### config.mk
export PLATFORM = sky130hd
export DESIGN_NAME = exc_arbiter
export DESIGN_NICKNAME = d
export VERILOG_FILES = /design/src/rtl/exc_arbiter.sv
export SDC_FILE = /design/constraint.sdc
export NUM_CORES = 1
export LEC_CHECK = 0
export ABC_AREA = 1
export BUFFER_PORTS_ARGS = -buffer_cell sky130_fd_sc_hd__buf_4
export CORE_MARGIN = 2
export CORE_UTILIZATION = 45
export CTS_CLUSTER_SIZE = 28
export DETAILED_ROUTE_END_ITERATION = 10
export PLACE_DENSITY_LB_ADDON = 0.15
export SLEW_MARGIN = 20
export SYNTH_ARGS = -nofsm -noshare
export SYNTH_HDL_FRONTEND = slang
export SYNTH_SLANG_ARGS = --single-unit
### constraint.sdc
create_clock -name clk -period 1.5 [get_ports clk]
set_clock_uncertainty 0.05 [all_clocks]
set_input_delay 0.3 -clock clk [delete_from_list [all_inputs] [get_ports clk]]
set_output_delay 0.3 -clock clk [all_outputs]
set_load 0.02 [all_outputs]
### src/rtl/exc_arbiter.sv
module exc_arbiter #(
  parameter bit HDEC_EN = 1'b1,
  parameter int CODE_W  = 4,
  parameter int ERR_W   = 8,
  parameter int EVT_W   = 3
) (
  input  logic              clk,
  input  logic              rst,
  input  logic [8:0]        src_upd_i,
  input  logic [8:0]        src_lvl_i,
  input  logic              ctl_evt_upd_i,
  input  logic [EVT_W-1:0]  ctl_evt_code_i,
  input  logic              ctl_evt_lvl_i,
  input  logic              me_i,
  input  logic              ee_i,
  input  logic              accept_i,
  input  logic              halted_i,
  output logic              take_o,
  output logic [CODE_W-1:0] take_code_o,
  output logic [ERR_W-1:0]  err_code_o,
  output logic              req_o,
  output logic              wake_o,
  output logic              sysrst_req_o
);
  localparam int NSRC  = 9;
  localparam int IDX_W = $clog2(NSRC);

  logic [NSRC-1:0]   pend, pend_nxt;
  logic              sel_hit;
  logic [IDX_W-1:0]  sel_idx;
  logic [CODE_W-1:0] sel_code;
  logic              evt_hit, evt_rst;
  logic [IDX_W-1:0]  evt_idx;

  always_comb begin
    sel_hit  = 1'b1;
    sel_idx  = '0;
    sel_code = '0;
    if (pend[0]) begin
      sel_idx = IDX_W'(0); sel_code = CODE_W'(1);
    end else if (me_i && pend[1]) begin
      sel_idx = IDX_W'(1); sel_code = CODE_W'(2);
    end else if (ee_i && HDEC_EN && pend[4]) begin
      sel_idx = IDX_W'(4); sel_code = CODE_W'(3);
    end else if (ee_i && pend[3]) begin
      sel_idx = IDX_W'(3); sel_code = CODE_W'(4);
    end else if (ee_i && pend[5]) begin
      sel_idx = IDX_W'(5); sel_code = CODE_W'(5);
    end else if (ee_i && pend[6]) begin
      sel_idx = IDX_W'(6); sel_code = CODE_W'(6);
    end else if (ee_i && pend[7]) begin
      sel_idx = IDX_W'(7); sel_code = CODE_W'(7);
    end else if (ee_i && pend[2]) begin
      sel_idx = IDX_W'(2); sel_code = CODE_W'(8);
    end else begin
      sel_hit = 1'b0;
    end
  end

  always_comb begin
    evt_hit = 1'b1;
    evt_rst = 1'b0;
    evt_idx = '0;
    case (ctl_evt_code_i)
      EVT_W'(0): evt_idx = IDX_W'(2);
      EVT_W'(1): evt_idx = IDX_W'(0);
      EVT_W'(2): evt_idx = IDX_W'(1);
      EVT_W'(3): evt_idx = IDX_W'(8);
      EVT_W'(4): begin evt_hit = 1'b0; evt_rst = 1'b1; end
      default:   evt_hit = 1'b0;
    endcase
  end

  always_comb begin
    pend_nxt = pend;
    if (accept_i && sel_hit) pend_nxt[sel_idx] = 1'b0;
    for (int k = 0; k < NSRC; k++)
      if (src_upd_i[k]) pend_nxt[k] = src_lvl_i[k];
    if (ctl_evt_upd_i && evt_hit) pend_nxt[evt_idx] = ctl_evt_lvl_i;
  end

  always_ff @(posedge clk) begin
    if (rst) begin
      pend         <= '0;
      take_o       <= 1'b0;
      take_code_o  <= '0;
      sysrst_req_o <= 1'b0;
    end else begin
      pend         <= pend_nxt;
      take_o       <= accept_i && sel_hit;
      take_code_o  <= (accept_i && sel_hit) ? sel_code : '0;
      sysrst_req_o <= ctl_evt_upd_i && evt_rst && ctl_evt_lvl_i;
    end
  end

  assign err_code_o = '0;
  assign req_o      = |pend;
  assign wake_o     = halted_i && ee_i && req_o;

  p_take_needs_accept_r6: assert property (@(posedge clk) disable iff (rst)
    take_o |-> $past(accept_i));
  p_reset_first_r3: assert property (@(posedge clk) disable iff (rst)
    (accept_i && pend[0]) |=> (take_o && take_code_o == CODE_W'(1)));
  p_mck_masked_r4: assert property (@(posedge clk) disable iff (rst)
    (take_o && take_code_o == CODE_W'(2)) |-> $past(me_i));
  p_ee_masked_r5: assert property (@(posedge clk) disable iff (rst)
    (take_o && take_code_o >= CODE_W'(3)) |-> $past(ee_i));
  p_set_raises_r2: assert property (@(posedge clk) disable iff (rst)
    ((|(src_upd_i & src_lvl_i)) && !ctl_evt_upd_i) |=> req_o);
  p_sysrst_src_r8: assert property (@(posedge clk) disable iff (rst)
    sysrst_req_o |-> $past(ctl_evt_upd_i && ctl_evt_lvl_i && ctl_evt_code_i == EVT_W'(4)));
  p_code_nonzero_r10: assert property (@(posedge clk) disable iff (rst)
    take_o |-> (take_code_o != '0));
endmodule

==> flow_metrics.env, run 1 <==
export IMPL_min_path_type="in -> reg"
export IMPL_arrival_ns=1.24
export IMPL_synth_cells=155
export IMPL_postPlaceCellArea_mm2=0.001319
export IMPL_cellPowerDensity_mw_per_mm2=713.0
export IMPL_synth_main_ff_cell="dfxtp_1"
export IMPL_drt_initial_drc_count=14
export IMPL_finalSetupViolCount=2
export IMPL_finalHoldViolCount=0
export IMPL_finalWeightedCongestion=0.9080
export IMPL_synth_async_sr_flop_share_pct=0
export IMPL_cts_root_buf="clkbuf_4"
export IMPL_status="finished, violations left"
export IMPL_tritoncts="done"
export IMPL_diodes=0
export IMPL_leakage_nw=0.7577
export IMPL_crit_path_end_kind="output pin"
export IMPL_netlist_area_mm2=0.001047
export IMPL_dp_hpwl_um=1888
export IMPL_synth_seq_cells=15
export IMPL_core_mm2=0.002212
export IMPL_grt_max_degree=10
export IMPL_wl_per_cell_um=11.16
export IMPL_clock_path_buffers=2
export IMPL_vias=1075
export IMPL_grt_pass1_vias=1000
export IMPL_drv_cap=0
export IMPL_drive_gt1_share_pct=43.22
export IMPL_fmax_ghz=0.6282
export IMPL_wl_met2_um=1295
export IMPL_ys_seq_area_share_pct=28.67
export IMPL_ant_nets=0
export IMPL_fin_ws_ns=-0.09185
export IMPL_cp_start_kind="flop"
export IMPL_min_from="src_lvl_i[3]"
export IMPL_synthDistinctLibCells=29
export IMPL_drv_slew=0
export IMPL_path_delay_family="simple AND/OR/NAND/NOR gates"
export IMPL_met1_length_um=1070
export IMPL_via_per_inst=4.736
export IMPL_rows=17
export IMPL_fin_nets=229
export IMPL_power_total_mw=1.028
export IMPL_r2r_cells=10
export IMPL_synth_warnings=0
export IMPL_crit_fanout=2
export IMPL_io_buffers=36
export IMPL_met3_wirelength_um=97
export IMPL_nFillCells=200
export IMPL_max_stage_delay_ns=0.37
export IMPL_min_path_cells=3
export IMPL_h_tree_depth=1
export IMPL_period_needed_ns=1.592
export IMPL_dr_pass1_iters=4
export IMPL_cts_num_sinks=15
export IMPL_synth_edf_count=0
export IMPL_die_h_um=52.24
export IMPL_highest_layer="met4"
export IMPL_clkLatencyLatePin_ns=0.29
export IMPL_period_share_pct=106.1
export IMPL_fp_dieW_um=52.24
export IMPL_violations="setup timing"
export IMPL_drc=0
export IMPL_grt_antenna_before_repair=0
export IMPL_routed_wirelength_um=2533
export IMPL_critPathBufInv=1
export IMPL_hold_buffers=0
export IMPL_grt_total_usage_pct=20.40
export IMPL_die_area_mm2=0.002729
export IMPL_required_ns=1.15
export IMPL_cp_slowest_cell="dfxtp_4"
export IMPL_rsz0062_at_grt="true"
export IMPL_cts_buffers=3
export IMPL_syn2layout_area_growth_pct=37.63
export IMPL_overflow=0
export IMPL_start_util_pct=47.34
export IMPL_grt_first_pass_wirelength_um=4133
export IMPL_whs_endpoint="pend[3]"
export IMPL_vdd_ir_drop_worst_uv=505.3
export IMPL_syn_avg_cell_area_um2=6.756
export IMPL_reg2reg_slack_ns=0.08
export IMPL_clk_pin_slew_ns=0.10
export IMPL_critPathKind="reg -> out"
export IMPL_final_cell_area_mm2=0.001441
export IMPL_ios=45
export IMPL_path_cells="nor2_4 > nand3_2 > nor4_4 > nor2_1 > buf_4"
==> per-layer routing <==
metal	track usage (%)	up-vias
li1	-	563
met1	24.34	478
met2	35.86	26
met3	4.571	8
met4	6.838	0
met5	0	-
==> worst max path at each step <==
stage | slack [ns] | cells after the start | endpoint
global placement | 0.03 | 10 | pend[1]
detailed placement | 0.03 | 10 | pend[1]
CTS | -0.1 | 5 | wake_o
floorplan | 0.16 | 4 | req_o
global route | -0.17 | 5 | wake_o
finish | -0.09 | 5 | wake_o
==> power breakdown <==
group / switching, mW / internal, mW / total (mW) / leakage, nW
Sequential: 0.0163 / 0.419 / 0.435 / 0.125
Clock: 0.146 / 0.0992 / 0.245 / 0.0177
Combinational: 0.198 / 0.150 / 0.348 / 0.615
==> stage by stage <==
step / cells / setup WS, ns / util (%) / hold slack [ns] / TNS, ns
2_1_floorplan: 162 / 0.1641 / - / 0.3803 / 0
3_5_place_dp: 218 / 0.02586 / 59.62 / 0.4155 / 0
3_3_place_gp: 218 / 0.03049 / 59.62 / 0.3964 / 0
6_report: 227 / -0.09185 / 65.16 / 0.1985 / -0.1757
4_1_cts: 226 / -0.09666 / 64.20 / 0.1902 / -0.1857
5_1_grt: 227 / -0.1660 / 65.16 / 0.2012 / -0.4328
==> logic make-up after synthesis <==
| logic type | share of synthesized area (%) |
|---|---|
| flops | 28.67 |
| other cells | 0.3581 |
| simple gates | 42.77 |
| compound gates | 12.07 |
| buf+inv | 16.13 |
==> worst min-delay path, delay by kind of cell <==
kind / cells / cell delay, ns
buf+inv: 1 / 0.11
simple gates: 1 / 0.04
compound gates: 1 / 0.05
==> area by class of cell <==
class / count / area (µm²) / share of cell area [%]
Multi-Input combinational cell: 112 / 648.1 / 44.97
Timing Repair Buffer: 43 / 326.6 / 22.66
Sequential cell: 15 / 310.3 / 21.53
Inverter: 25 / 93.84 / 6.510
Tap cell: 28 / 35.03 / 2.431
Clock buffer: 3 / 22.52 / 1.563
Clock inverter: 1 / 5.005 / 0.3472
==> placed cells by master, fill, tap and decap left out, drive strengths merged <==
| cell | count |
|---|---|
| nor2 | 18 |
| nand2 | 47 |
| o21bai | 1 |
| a31oi | 2 |
| a21oi | 11 |
| o21ai | 5 |
| dfxtp | 15 |
| nand4 | 1 |
| nor3 | 2 |
| inv | 25 |
| nand3b | 1 |
| o21a | 1 |
| buf | 43 |
| nor4 | 2 |
| conb | 8 |
| nand3 | 11 |
| a22oi | 1 |
| and2 | 1 |
| clkbuf | 3 |
| clkinv | 1 |
==> cells in the mapped netlist, drive strengths merged (2+ instances only) <==
master  instances  area share [%]
nand2          47              21
a31oi           2             1.2
dfxtp          15              29
nor4            2             1.8
o21ai           5             2.4
buf             9             6.8
inv            25             9.0
nor2           18             8.8
nand3          11             7.6
a21oi          11             6.3
nor3            2             1.4
==> timing repair <==
item,4_1_cts,5_1_grt
setup endpoints to repair,2,10
hold endpoints to repair,0,0
resized for setup,15,6
pin swaps,2,4
setup buffers,4,2
Note: power is estimated with default switching activity, not from simulation.
==> inputs of run 2 (changes only) <==
CORE_UTILIZATION = 44   (was 45)
CTS_BUF_LIST = sky130_fd_sc_hd__clkbuf_4 sky130_fd_sc_hd__clkbuf_8   (was unset)
clock period = 1.45 ns   (was 1.5 ns; I/O delays follow)
==> run 2 against run 1 <==
The flow still finishes with violations (setup timing). Sequential power is 3% higher. Core utilization rose by 2.7 points. Hold slack got worse by 0.015 ns. Register-to-register slack worse by 0.03 ns. Critical path depth did not move. Count of clock-buffer cells in the layout increased by 1. Final area increased by 5.2%. Largest cell class unchanged.
==> flow_metrics.env, run 2 (synthesis gave the netlist of run 1 again) <==
export IMPL_status="finished, violations left"
export IMPL_violations="setup timing"
export IMPL_die_h_um=52.79
export IMPL_power_total_mw=1.123
export IMPL_tritoncts="done"
export IMPL_cts_num_sinks=15
export IMPL_clock_path_buffers=2
export IMPL_min_path_cells=3
export IMPL_critPathKind="reg -> out"
export IMPL_path_cells="nor2_4 > nand3_2 > nor4_4 > nor2_1 > buf_4"
export IMPL_utilization_pct=67.90
export IMPL_drt_initial_drc_count=11
export IMPL_required_ns=1.11
export IMPL_met2_usage_pct=36.67
export IMPL_dr_pass1_iters=4
export IMPL_diodes=0
export IMPL_h_tree_depth=1
export IMPL_die_area_mm2=0.002786
export IMPL_min_from="src_lvl_i[4]"
export IMPL_rows=17
export IMPL_routed_wirelength_um=2766
export IMPL_syn2layout_area_growth_pct=44.80
export IMPL_critPathBufInv=1
export IMPL_leakage_nw=0.7834
export IMPL_grt_busiest_layer="met2"
export IMPL_crit_path_end_kind="output pin"
export IMPL_cp_start_kind="flop"
export IMPL_finalHoldViolCount=0
export IMPL_reg2reg_slack_ns=0.05
export IMPL_overflow=0
export IMPL_vias=1139
export IMPL_grt_antenna_before_repair=0
export IMPL_path_delay_family="simple AND/OR/NAND/NOR gates"
export IMPL_fin_ws_ns=-0.1602
export IMPL_grt_pass1_vias=1040
export IMPL_clk_pin_slew_ns=0.10
export IMPL_max_stage_delay_ns=0.38
export IMPL_r2r_cells=10
export IMPL_grt_max_degree=9
export IMPL_cellPowerDensity_mw_per_mm2=740.8
export IMPL_fmax_ghz=0.6210
export IMPL_layout_commonest_cell="buf_4"
export IMPL_drv_slew=0
export IMPL_hold_slack_ns=0.1833
export IMPL_use_met3_pct=2.857
export IMPL_ant_nets=0
export IMPL_dp_cells=221
export IMPL_drive_gt1_share_pct=48.77
export IMPL_cp_slowest_cell="dfxtp_4"
export IMPL_start_util_pct=46.89
export IMPL_fp_dieW_um=52.79
export IMPL_finalWeightedCongestion=0.8860
export IMPL_worstSetupPathDepth=5
export IMPL_detailedPlace_worstSlack_ns=0.002313
export IMPL_ios=45
export IMPL_io_buffers=36
export IMPL_layout_common_cells="buf_4 (45), nand2_1 (32), inv_1 (19), nor2_1 (11), nand2_2 (10)"
export IMPL_min_path_type="in -> reg"
export IMPL_via_per_inst=4.931
export IMPL_wl_per_cell_um=11.97
export IMPL_arrival_ns=1.27
export IMPL_fin_nets=233
export IMPL_period_share_pct=111.0
export IMPL_layoutNonFillerInstCount=231
export IMPL_cts_buffers=3
export IMPL_rsz0062_at_grt="true"
export IMPL_dp_hpwl_um=2030
export IMPL_clkLatencyLatePin_ns=0.29
export IMPL_grt_total_usage_pct=21.27
export IMPL_finalSetupViolCount=2
export IMPL_vdd_ir_drop_worst_uv=641.0
export IMPL_drv_cap=0
export IMPL_grt_met1_usage_pct=24.96
export IMPL_grt_first_pass_wirelength_um=4305
export IMPL_cts_root_buf="clkbuf_4"
export IMPL_crit_fanout=3
export IMPL_core_mm2=0.002233
export IMPL_period_needed_ns=1.610
export IMPL_drc=0
[run 2: cell types whose count changed in the layout (fill, tap and decap cells not counted), moves of 3 or more]
cell | previous run | this run
nand2_2 | 4 | 10
buf_4 | 42 | 45
inv_2 | 8 | 5
nand2_1 | 38 | 32
[run 2: worst reg2reg max path, cell delays in order (launching register included)]
cell	delay (ns)
dfxtp_4	0.37
buf_4	0.14
nand2_4	0.07
nand3_4	0.09
nor2_4	0.13
nand2_2	0.07
nand2_4	0.11
inv_4	0.06
nand3_2	0.07
nand2_2	0.06
a21oi_2	0.12
[run 2: how the worst max path moves through the flow]
stage | end | from | slack, ns
3_3_place_gp | flop | ee_i | -0.008
5_1_grt | req_o | flop | -0.25
2_1_floorplan | req_o | pend[0] | 0.12
6_report | wake_o | flop | -0.16
3_5_place_dp | flop | ee_i | 0.002
4_1_cts | wake_o | flop | -0.16
[run 2: final cells by class]
type	instances	area [µm²]
Sequential cell	15	312.8
Clock buffer	4	30.03
Inverter	25	96.34
Multi-Input combinational cell	112	681.9
Tap cell	28	35.03
Timing Repair Buffer	47	360.3
Fill cell	191	716.9
[run 2: report_power, final]
part / leakage, nW / total [mW] / internal [mW] / switching, mW
Sequential: 0.126 / 0.450 / 0.432 / 0.0172
Combinational: 0.639 / 0.394 / 0.175 / 0.219
Clock: 0.0184 / 0.279 / 0.126 / 0.154
[run 2: per-stage QoR]
step	area [µm²]	TNS [ns]
floorplan	1074	0
detailed placement	1341	0
global placement	1341	-0.009384
global route	1516	-0.7688
CTS	1421	-0.3175
finish	1516	-0.3055
[run 2: what timing repair did]
action	4_1_cts	5_1_grt
hold buffers	0	0
hold endpoints to repair	0	0
pin swaps	2	10
setup buffers	1	5
setup endpoints to repair	2	9
gates resized for setup	12	21
[run 2: routing by layer]
metal  share of wire [%]  wire length, µm  vias up
met5                   0                0        -
met4                 3.6               99        0
met3                 5.1              141       11
met2                  51             1408       45
met1                  40             1117      516
li1                    -                -      567
